## config.mk

```make
export PLATFORM = sky130hd
export DESIGN_NAME = opnd_match_stage
export DESIGN_NICKNAME = d
export VERILOG_FILES = /design/src/rtl/opm_pkg.sv /design/src/rtl/opm_ctrl.sv /design/src/rtl/opm_datapath.sv /design/src/rtl/opnd_match_stage.sv
export SDC_FILE = /design/constraint.sdc
export NUM_CORES = 2
export LEC_CHECK = 0
export BUFFER_PORTS_ARGS = -buffer_cell sky130_fd_sc_hd__buf_2
export CAP_MARGIN = 20
export CELL_PAD_IN_SITES_DETAIL_PLACEMENT = 0
export CELL_PAD_IN_SITES_GLOBAL_PLACEMENT = 1
export CORE_AREA = 4 4 417 419
export CTS_CLUSTER_DIAMETER = 80
export DETAILED_ROUTE_END_ITERATION = 10
export DIE_AREA = 0 0 421 423
export GPL_TIMING_DRIVEN = 0
export HOLD_SLACK_MARGIN = 0.12
export PLACE_DENSITY = 0.76
export RECOVER_POWER = 100
export SLEW_MARGIN = 20
export SYNTH_ARGS = -nofsm -noshare
export SYNTH_HDL_FRONTEND = slang
export SYNTH_SLANG_ARGS = --single-unit
```

## constraint.sdc

```tcl
create_clock -name clk -period 6 [get_ports clk]
set_input_delay 0.3 -clock clk [delete_from_list [all_inputs] [get_ports clk]]
set_output_delay 0.3 -clock clk [all_outputs]
set_load 0.02 [all_outputs]
```

## src/rtl/opm_pkg.sv

```systemverilog
package opm_pkg;

  typedef enum logic [2:0] {
    MODE_UNARY      = 3'd0,
    MODE_NORMAL     = 3'd1,
    MODE_STICKY     = 3'd2,
    MODE_EXCHANGE   = 3'd3,
    MODE_IMPERATIVE = 3'd4
  } matchMode_e;

  // Strobes from control to datapath for the token in the decide stage
  typedef struct packed {
    logic memWr;      // write incoming value into the slot
    logic presSet;    // mark slot occupied
    logic presClr;    // mark slot empty
    logic fwd;        // issue operand pair to the ALU
    logic kill;       // absorb token
    logic useStored;  // partner operand comes from the slot
  } frameStrb_t;

endpackage

```

## src/rtl/opm_ctrl.sv

```systemverilog
module opm_ctrl
  import opm_pkg::*;
#(
  parameter int SLOT_W = 6
) (
  input  logic              clk,
  input  logic              rstN,
  input  logic              s1Valid,
  input  logic [2:0]        s1Mode,
  input  logic              s1Port,
  input  logic [SLOT_W-1:0] s1Ea,
  output frameStrb_t        strb
);

  localparam int SLOTS = 1 << SLOT_W;

  logic [SLOTS-1:0] presBits;
  logic             slotFull;

  assign slotFull = presBits[s1Ea];

  always_comb begin
    strb = '0;
    if (s1Valid) begin
      case (s1Mode)
        MODE_NORMAL: begin
          if (slotFull) begin
            strb.fwd       = 1'b1;
            strb.useStored = 1'b1;
            strb.presClr   = 1'b1;
          end else begin
            strb.memWr   = 1'b1;
            strb.presSet = 1'b1;
            strb.kill    = 1'b1;
          end
        end
        MODE_STICKY: begin
          if (slotFull) begin
            strb.fwd       = 1'b1;
            strb.useStored = 1'b1;
          end else begin
            strb.memWr   = 1'b1;
            strb.presSet = 1'b1;
            strb.kill    = 1'b1;
          end
        end
        MODE_EXCHANGE: begin
          strb.memWr     = 1'b1;
          strb.presSet   = 1'b1;
          strb.fwd       = 1'b1;
          strb.useStored = 1'b1;
        end
        MODE_IMPERATIVE: begin
          if (s1Port) begin
            strb.fwd       = 1'b1;
            strb.useStored = 1'b1;
          end else begin
            strb.memWr   = 1'b1;
            strb.presSet = 1'b1;
            strb.kill    = 1'b1;
          end
        end
        default: strb.fwd = 1'b1;  // unary and unused codes bypass the frame
      endcase
    end
  end

  always_ff @(posedge clk or negedge rstN) begin
    if (!rstN) begin
      presBits <= '0;
    end else if (strb.presSet) begin
      presBits[s1Ea] <= 1'b1;
    end else if (strb.presClr) begin
      presBits[s1Ea] <= 1'b0;
    end
  end

  // a first normal arrival leaves the slot marked
  p_first_sets_r4: assert property (@(posedge clk) disable iff (!rstN)
    s1Valid && s1Mode == MODE_NORMAL && !slotFull |=> presBits[$past(s1Ea)]);

  // a normal match empties the slot
  p_match_clears_r5: assert property (@(posedge clk) disable iff (!rstN)
    s1Valid && s1Mode == MODE_NORMAL && slotFull |=> !presBits[$past(s1Ea)]);

  // a sticky match keeps the slot marked
  p_sticky_keeps_r7: assert property (@(posedge clk) disable iff (!rstN)
    s1Valid && s1Mode == MODE_STICKY && slotFull |=> presBits[$past(s1Ea)]);

  // after an exchange the slot is marked
  p_xchg_present_r8: assert property (@(posedge clk) disable iff (!rstN)
    s1Valid && s1Mode == MODE_EXCHANGE |=> presBits[$past(s1Ea)]);

endmodule

```

## src/rtl/opm_datapath.sv

```systemverilog
module opm_datapath
  import opm_pkg::*;
#(
  parameter int DATA_W = 32,
  parameter int SLOT_W = 6,
  parameter int IP_W   = 16
) (
  input  logic              clk,
  input  logic              rstN,
  input  logic              inValid,
  input  logic [SLOT_W-1:0] inFp,
  input  logic [IP_W-1:0]   inIp,
  input  logic              inPort,
  input  logic [DATA_W-1:0] inValue,
  input  logic [SLOT_W-1:0] inOffset,
  input  logic              inAbs,
  input  logic [2:0]        inMode,
  input  frameStrb_t        strb,
  output logic              s1Valid,
  output logic [2:0]        s1Mode,
  output logic              s1Port,
  output logic [SLOT_W-1:0] s1Ea,
  output logic              aluValid,
  output logic [DATA_W-1:0] aluOpA,
  output logic [DATA_W-1:0] aluOpB,
  output logic [SLOT_W-1:0] aluFp,
  output logic [IP_W-1:0]   aluIp,
  output logic              tokKill
);

  localparam int SLOTS = 1 << SLOT_W;

  logic [SLOT_W-1:0] effAddr;
  logic [SLOT_W-1:0] s1Fp;
  logic [IP_W-1:0]   s1Ip;
  logic [DATA_W-1:0] s1Value;
  logic [DATA_W-1:0] rdData;
  logic [DATA_W-1:0] partner;
  logic [DATA_W-1:0] nxtOpA;
  logic [DATA_W-1:0] nxtOpB;
  logic [DATA_W-1:0] frameMem [SLOTS];

  always_comb effAddr = inAbs ? inOffset : inFp + inOffset;

  always_ff @(posedge clk or negedge rstN) begin
    if (!rstN) s1Valid <= 1'b0;
    else       s1Valid <= inValid;
  end

  always_ff @(posedge clk) begin
    if (inValid) begin
      s1Fp    <= inFp;
      s1Ip    <= inIp;
      s1Port  <= inPort;
      s1Value <= inValue;
      s1Mode  <= inMode;
      s1Ea    <= effAddr;
    end
  end

  // Synchronous frame RAM: read at acceptance, write at decide
  always_ff @(posedge clk) begin
    if (inValid) rdData <= frameMem[effAddr];
    if (strb.memWr) frameMem[s1Ea] <= s1Value;
  end

  always_comb begin
    partner = strb.useStored ? rdData : '0;
    nxtOpA  = s1Port ? partner : s1Value;
    nxtOpB  = s1Port ? s1Value : partner;
  end

  always_ff @(posedge clk or negedge rstN) begin
    if (!rstN) begin
      aluValid <= 1'b0;
      tokKill  <= 1'b0;
    end else begin
      aluValid <= strb.fwd;
      tokKill  <= strb.kill;
    end
  end

  always_ff @(posedge clk) begin
    if (strb.fwd) begin
      aluOpA <= nxtOpA;
      aluOpB <= nxtOpB;
      aluFp  <= s1Fp;
      aluIp  <= s1Ip;
    end
  end

  // absolute addressing takes the offset as the slot
  p_abs_slot_r1: assert property (@(posedge clk) disable iff (!rstN)
    inValid && inAbs |=> s1Ea == $past(inOffset));

  // frame-relative addressing adds the frame pointer
  p_frame_slot_r1: assert property (@(posedge clk) disable iff (!rstN)
    inValid && !inAbs |=> s1Ea == $past(inFp + inOffset));

  // a token in decide yields exactly one outcome next cycle
  p_single_outcome_r2: assert property (@(posedge clk) disable iff (!rstN)
    s1Valid |=> $countones({aluValid, tokKill}) == 1);

  // no outcome without a token
  p_no_spurious_r2: assert property (@(posedge clk) disable iff (!rstN)
    !s1Valid |=> !aluValid && !tokKill);

  // unary tokens never write the frame
  p_unary_frame_idle_r3: assert property (@(posedge clk) disable iff (!rstN)
    s1Valid && (s1Mode == 3'd0 || s1Mode > 3'd4) |-> !strb.memWr && !strb.presSet && !strb.presClr);

endmodule

```

## src/rtl/opnd_match_stage.sv

```systemverilog
module opnd_match_stage
  import opm_pkg::*;
#(
  parameter int DATA_W = 32,
  parameter int SLOT_W = 6,
  parameter int IP_W   = 16
) (
  input  logic              clk,
  input  logic              rstN,
  input  logic              inValid,
  input  logic [SLOT_W-1:0] inFp,
  input  logic [IP_W-1:0]   inIp,
  input  logic              inPort,
  input  logic [DATA_W-1:0] inValue,
  input  logic [SLOT_W-1:0] inOffset,
  input  logic              inAbs,
  input  logic [2:0]        inMode,
  output logic              aluValid,
  output logic [DATA_W-1:0] aluOpA,
  output logic [DATA_W-1:0] aluOpB,
  output logic [SLOT_W-1:0] aluFp,
  output logic [IP_W-1:0]   aluIp,
  output logic              tokKill
);

  frameStrb_t        strb;
  logic              s1Valid;
  logic [2:0]        s1Mode;
  logic              s1Port;
  logic [SLOT_W-1:0] s1Ea;

  opm_ctrl #(.SLOT_W(SLOT_W)) u_ctrl (
    .clk     (clk),
    .rstN    (rstN),
    .s1Valid (s1Valid),
    .s1Mode  (s1Mode),
    .s1Port  (s1Port),
    .s1Ea    (s1Ea),
    .strb    (strb)
  );

  opm_datapath #(.DATA_W(DATA_W), .SLOT_W(SLOT_W), .IP_W(IP_W)) u_dp (
    .clk      (clk),
    .rstN     (rstN),
    .inValid  (inValid),
    .inFp     (inFp),
    .inIp     (inIp),
    .inPort   (inPort),
    .inValue  (inValue),
    .inOffset (inOffset),
    .inAbs    (inAbs),
    .inMode   (inMode),
    .strb     (strb),
    .s1Valid  (s1Valid),
    .s1Mode   (s1Mode),
    .s1Port   (s1Port),
    .s1Ea     (s1Ea),
    .aluValid (aluValid),
    .aluOpA   (aluOpA),
    .aluOpB   (aluOpB),
    .aluFp    (aluFp),
    .aluIp    (aluIp),
    .tokKill  (tokKill)
  );

endmodule

```

**Yosys cells after proc, flatten, opt, wreduce, memory -nomap -nowiden**

Memories as Yosys holds them, arrays and structs flattened. A register that Yosys moved wholly into a read port is not among the register bits.
Cells that the tools add are included.

- Add/subtract/negate cells: 1
- Muxes and demuxes: 25
- $lt $le $gt $ge: 2
- Eq/ne operators: 4
- Reduce and logical (&&, ||, !) cells: 3
- Bitwise gates (word level): 3

Operators with widths:

| operator | number |
|---|---|
| 64-bit two-way mux | 2 |
| 32-bit two-way mux | 3 |
| 64-bit AND | 1 |
| 64-bit NOT | 1 |
| 64-bit bitwise OR | 1 |
| 6-bit two-way mux | 2 |
| 1-bit two-way mux | 9 |
| 6-bit by 7-bit < comparator with 1-bit output (second input constant) | 1 |
| 6-bit adder | 1 |
| 1-bit binary-select mux with 6-bit select | 1 |
| 1-bit demux with 6-bit select | 1 |
| 3-bit by 2-bit == test with 1-bit output (second input constant) | 2 |
| 6-bit by 1-bit greater-or-equal comparator with 1-bit output (second input constant) | 1 |
| 2-bit two-way mux | 3 |
| 1-bit case mux with 3 select lines | 2 |
| 2-bit case mux with 3 select lines | 1 |
| 3-bit by 1-bit == test with 1-bit output (second input constant) | 1 |
| 3-bit == test (second input constant) | 1 |
| 1-bit case mux with 2 select lines | 1 |
| 2-bit nonzero test | 1 |
| 2-bit OR reduction | 1 |
| 1-bit logical AND | 1 |

- Register bits after elaboration: 217
- Bits in writable memories: 2048
- Output and inout bits: 88
- Input bits: 68
- Memories: 1
- Logic and storage cells: 53

Memories:

| name | words | bits a word | rd ports | clocked after Yosys merged registers in | write ports | line | text |
|---|---|---|---|---|---|---|---|
| u_dp.frameMem | 64 | 32 | 1 | 1 | 1 | opm_datapath.sv:41 | `logic [DATA_W-1:0] frameMem [SLOTS];` |

**Depth between registers and ports, before layout**

- Depth after elaboration: 8
- Depth in mapped cells: 14
- Depth with buffers taken out: 9

**Cells and area by module**

A second synthesis with hierarchy kept.

- Cell total of the unflattened synthesis: 6181
- Area, all modules: 90463.0 um^2

By module, submodules not included:

| module | instances | cells each | area each (um^2) | sequential area each (um^2) |
|---|---|---|---|---|
| opm_datapath | 1 | 5721 | 86385.4 | 67039.3 |
| opm_ctrl | 1 | 460 | 4077.7 | 1601.5 |

**Least setup slack after synthesis**

OpenSTA, ideal clock, no wires.

- Path kind: register to register
- From: register u_dp.s1Ea[1]
- To: memory u_dp.frameMem[10][0], enable pin
- Buffers on the path: 4
- Data arrival time: 4.595 ns
- Setup slack: 0.944 ns
- Setup time: 0.461 ns
- Period minus slack after synthesis: 5.056 ns
- Required time: 5.539 ns
- Cell stages (with the launch flop): 12
- Path through: edfxtp_1 -> buf_4 -> mux4_2 -> mux2_2 -> nand2_1 -> o2111a_1 -> and3_1 -> buf_2 -> a32oi_1 -> buf_6 -> buf_2 -> nor3_1

- Word-level cells in the longest chain between the ends: 7

Ends and longest elaborated chain:

| item | line | text |
|---|---|---|
| start, declared | opm_datapath.sv:22 | `output logic [SLOT_W-1:0] s1Ea,` |
| start signal, assigned | opm_datapath.sv:57 | `s1Ea <= effAddr;` |
| 1-bit binary-select mux with 6-bit select | opm_ctrl.sv:20 | `assign slotFull = presBits[s1Ea];` |
| 1-bit two-way mux (not written as such) | opm_ctrl.sv:20 |  |
| 2-bit two-way mux | opm_ctrl.sv:27, opm_ctrl.sv:38 |  |
| 2-bit case mux with 3 select lines | opm_ctrl.sv:25 | `case (s1Mode)` |
| 6-bit two-way mux | opm_ctrl.sv:24 | `if (s1Valid) begin` |
| 1-bit two-way mux | opm_datapath.sv:64 | `if (strb.memWr) frameMem[s1Ea] <= s1Value;` |
| 1-bit two-way mux (not written as such) | opm_datapath.sv:64 |  |
| end, declared | opm_datapath.sv:41 |  |

Parallel ways exist; a longest one is shown, timed or not. The select of a mux whose other input is x is not followed.

**Final worst setup path**

- From: input inFp[0]
- To: register u_dp.rdData[11] (read register of u_dp.frameMem), data pin

- Word-level cells in the longest chain between the ends: 2

Ends and longest elaborated chain:

| item | line | text |
|---|---|---|
| start, declared | opnd_match_stage.sv:11 | `input logic [SLOT_W-1:0] inFp,` |
| 6-bit adder | opm_datapath.sv:43 | `always_comb effAddr = inAbs ? inOffset : inFp + inOffset;` |
| 6-bit two-way mux | opm_datapath.sv:43 |  |
| end, declared | opm_datapath.sv:37 | `logic [DATA_W-1:0] rdData;` |

No other way between the ends.
A chain may end at the register's enable or synchronous reset.

==> metrics.yaml <==
status: "finished with violations"
violations: "capacitance limit, slew limit"
period_needed_ns: 5.98
track_usage_pct: 27.9
crit_top_cell: "mux2i_1"
rows: 152
cp_data_required_time_ns: 6.59
syn_avg_cell_area_um2: 18.5
slew_headroom_pct: -149
finalSetupTns_ns: 0
path_class: "in -> reg"
drv_slew: 189
vdd_drop_max_v: 0.000276
synth.cell_area_mm2: 0.0932
vias_per_cell: 5.99
setup_ws_ns: 0.0198
clk_pin_slew_ns: 0.06
pre_cts_slack_ns: -0.282
cts_resized: 0
critical_path.max_fanout: 10
total_power_mw: 37.2
antenna_found_initial: 15
finalSetupViolations: 0
nets: 5935
yosysWarnings: 0
whs_ns: 0.176
start_kind: "primary input"
hold_viol_final: 0
first_iter_violations: 5135
critPathCaptureType: "flop"
place_area_mm2: 0.101
die_area_mm2: 0.178
ys_types: 59
core_area_mm2: 0.171
clock-sinks: 2297
hp-class: "in -> reg"
layout_commonest_cell: "edfxtp_1"
slowest_stage: "clkbuf_1"
fin_cells: 8296
drive_above_1_share_pct: 10.9
die_width_um: 421
max_stage_delay_ns: 0.91
final_core_util_pct: 62.3
dr.pass1.iters: 5
avgRoutedWirePerCell_um: 30.4
hpwl_um: 183000
powerDensity_mw_per_mm2: 350
antenna_left: 0
max_freq_mhz: 167
path_cells: "dlygate4sd3_1 -> clkbuf_1 -> ha_1 -> fa_1 -> mux2_2 -> clkbuf_1 -> buf_2 -> clkbuf_1 -> clkbuf_2 -> mux2i_1 -> mux2i_1 -> mux2i_1 -> mux2i_1 -> mux4_2"
grt_max_degree: 57
grt_pass1_wl_um: 355000
wl_um: 252000
cts_tree: "built"
drcViolationCount: 0
cts_setup_buffers: 0
ys_ff_latch: 2297
maxCapViolCount: 5
rsz0062_at_grt: "false"
grt.overflow.total: 0
clk_latency_ns: 0.86
tightest_slew_ns: 3.74
p_leak_nw: 39.5
dieHeight_um: 423
start_util_pct: 54.6
clk_path_buf_depth: 3
synth_ff_type: "edfxtp_1"
grt_pass1_vias: 49292
finClkSkew_ns: 0.0341
final_area_mm2: 0.106
syn_to_final_growth_pct: 14.1
final_cell_mix: "2230 x edfxtp_1, 1932 x mux2i_1, 525 x clkbuf_1"
ys_seq_area_share_pct: 73.7
vias: 49678
synthArstFlopShare_pct: 2.92
fillers: 12277
numPortBuffers: 154
cts_root_buf: "clkbuf_16"
placed_cells: 7778
routabilityCongestion: 0.915
ctsHtreeMaxLevel: 4
synth_nets: 5098
cp.arrival_ns: 6.57
syn_inst: 5024
min_period_over_period_pct: 99.7
synth_edf_count: 2230
io_pins: 156
cts_buffers: 227
postCtsHoldBufs: 87
==> flip-flops by register name (all words and copies together) (netlist names), 6 cells and up, named ones only <==
name and cells:
u_dp.frameMem 2048, u_dp.aluOpA 32, u_dp.aluFp 6, u_dp.s1Ip 16, u_dp.s1Fp 6, u_dp.aluOpB 32, u_dp.s1Ea 6, u_dp.rdData 32
u_dp.s1Value 32, u_dp.aluIp 16
==> synthesized netlist by cell type (3+ instances only) <==
library cell	count	share of area [%]
dfrtp_1	67	1.8
nand3b_1	6	0.048
clkbuf_1	106	0.43
nor2_1	11	0.044
nor3_1	68	0.37
mux4_2	37	0.89
a32o_1	19	0.20
a21oi_1	7	0.038
a22oi_1	3	0.024
buf_6	9	0.11
nand3_1	21	0.11
inv_1	73	0.29
o41ai_1	46	0.43
mux2i_1	1932	21
buf_2	126	0.68
o31ai_1	47	0.38
mux2_2	3	0.036
nand2_1	23	0.093
a22o_1	32	0.30
o22ai_1	32	0.21
nor2b_1	3	0.020
o21ai_0	4	0.021
edfxtp_1	2230	72
buf_1	56	0.23
xnor2_1	3	0.028
ha_1	5	0.067
buf_4	6	0.048
a221oi_1	6	0.056
==> metal layers <==
metal / global-route usage [%] / vias to the layer above / part of all wire (%)
met1: 37.3 / 25468 / 39
met5: 0 / - / 0.011
met4: 11.7 / 4 / 4.9
met2: 46.1 / 2048 / 48
met3: 4.37 / 442 / 7.4
li1: - / 21716 / -
==> final timing paths <==
kind | cells past startpoint | start | to | slack (ns)
min in group asynchronous | 4 | rstN | asynchronous set/reset pin | 1.26
setup reg to reg | 12 | u_dp.s1Ea[4] | u_dp.frameMem[46][12] | 0.09
max in group asynchronous | 4 | rstN | asynchronous set/reset pin | 2.91
hold reg to reg | 0 | u_dp.s1Ip[0] | u_dp.aluIp[0] | 0.41
setup / recovery | 14 | inFp[0] | u_dp.rdData[11] | 0.02
hold / removal | 2 | inValue[9] | u_dp.s1Value[9] | 0.18
==> worst max-delay path: cells and delay by family <==
family / cells / cell delay [ns]
fa+ha+maj: 2 / 0.69
buf+inv: 6 / 3.59
mux: 6 / 1.91
==> kinds of logic (layout without fill, tap and decap cells) <==
kind of cell,count (synthesis),in the layout,synth area share (%)
flip-flops,2297,2297,73.7
multiplexers,1973,1973,21.7
buffers and inverters,378,1409,1.79
AO/OA/AOI/OAI,219,219,1.93
AND/OR/NAND/NOR,147,147,0.799
adder cells (fa/ha/maj),6,6,0.0886
XOR/XNOR,4,4,0.0376
other,0,8,0
==> where the power goes <==
part | switching [mW] | total (mW) | internal (mW) | leakage, nW
logic | 3.30 | 4.98 | 1.68 | 14.9
clock network | 5.95 | 13.7 | 7.77 | 3.50
registers | 0.298 | 18.5 | 18.2 | 21.1
total | 9.54 | 37.2 | 27.6 | 39.5
==> cell type report <==
cell class | count | area [um2] | area share, %
flip-flops and latches | 2297 | 68600 | 64.5
multi-input cells | 2349 | 22900 | 21.5
clock buffers | 279 | 5930 | 5.57
repair buffers | 608 | 3270 | 3.08
well taps | 2233 | 2790 | 2.63
plain buffers | 303 | 1330 | 1.25
clock inverters | 144 | 1210 | 1.14
inverters | 75 | 282 | 0.265
diodes | 8 | 20.0 | 0.0188
(Power assumes the default switching activity.)
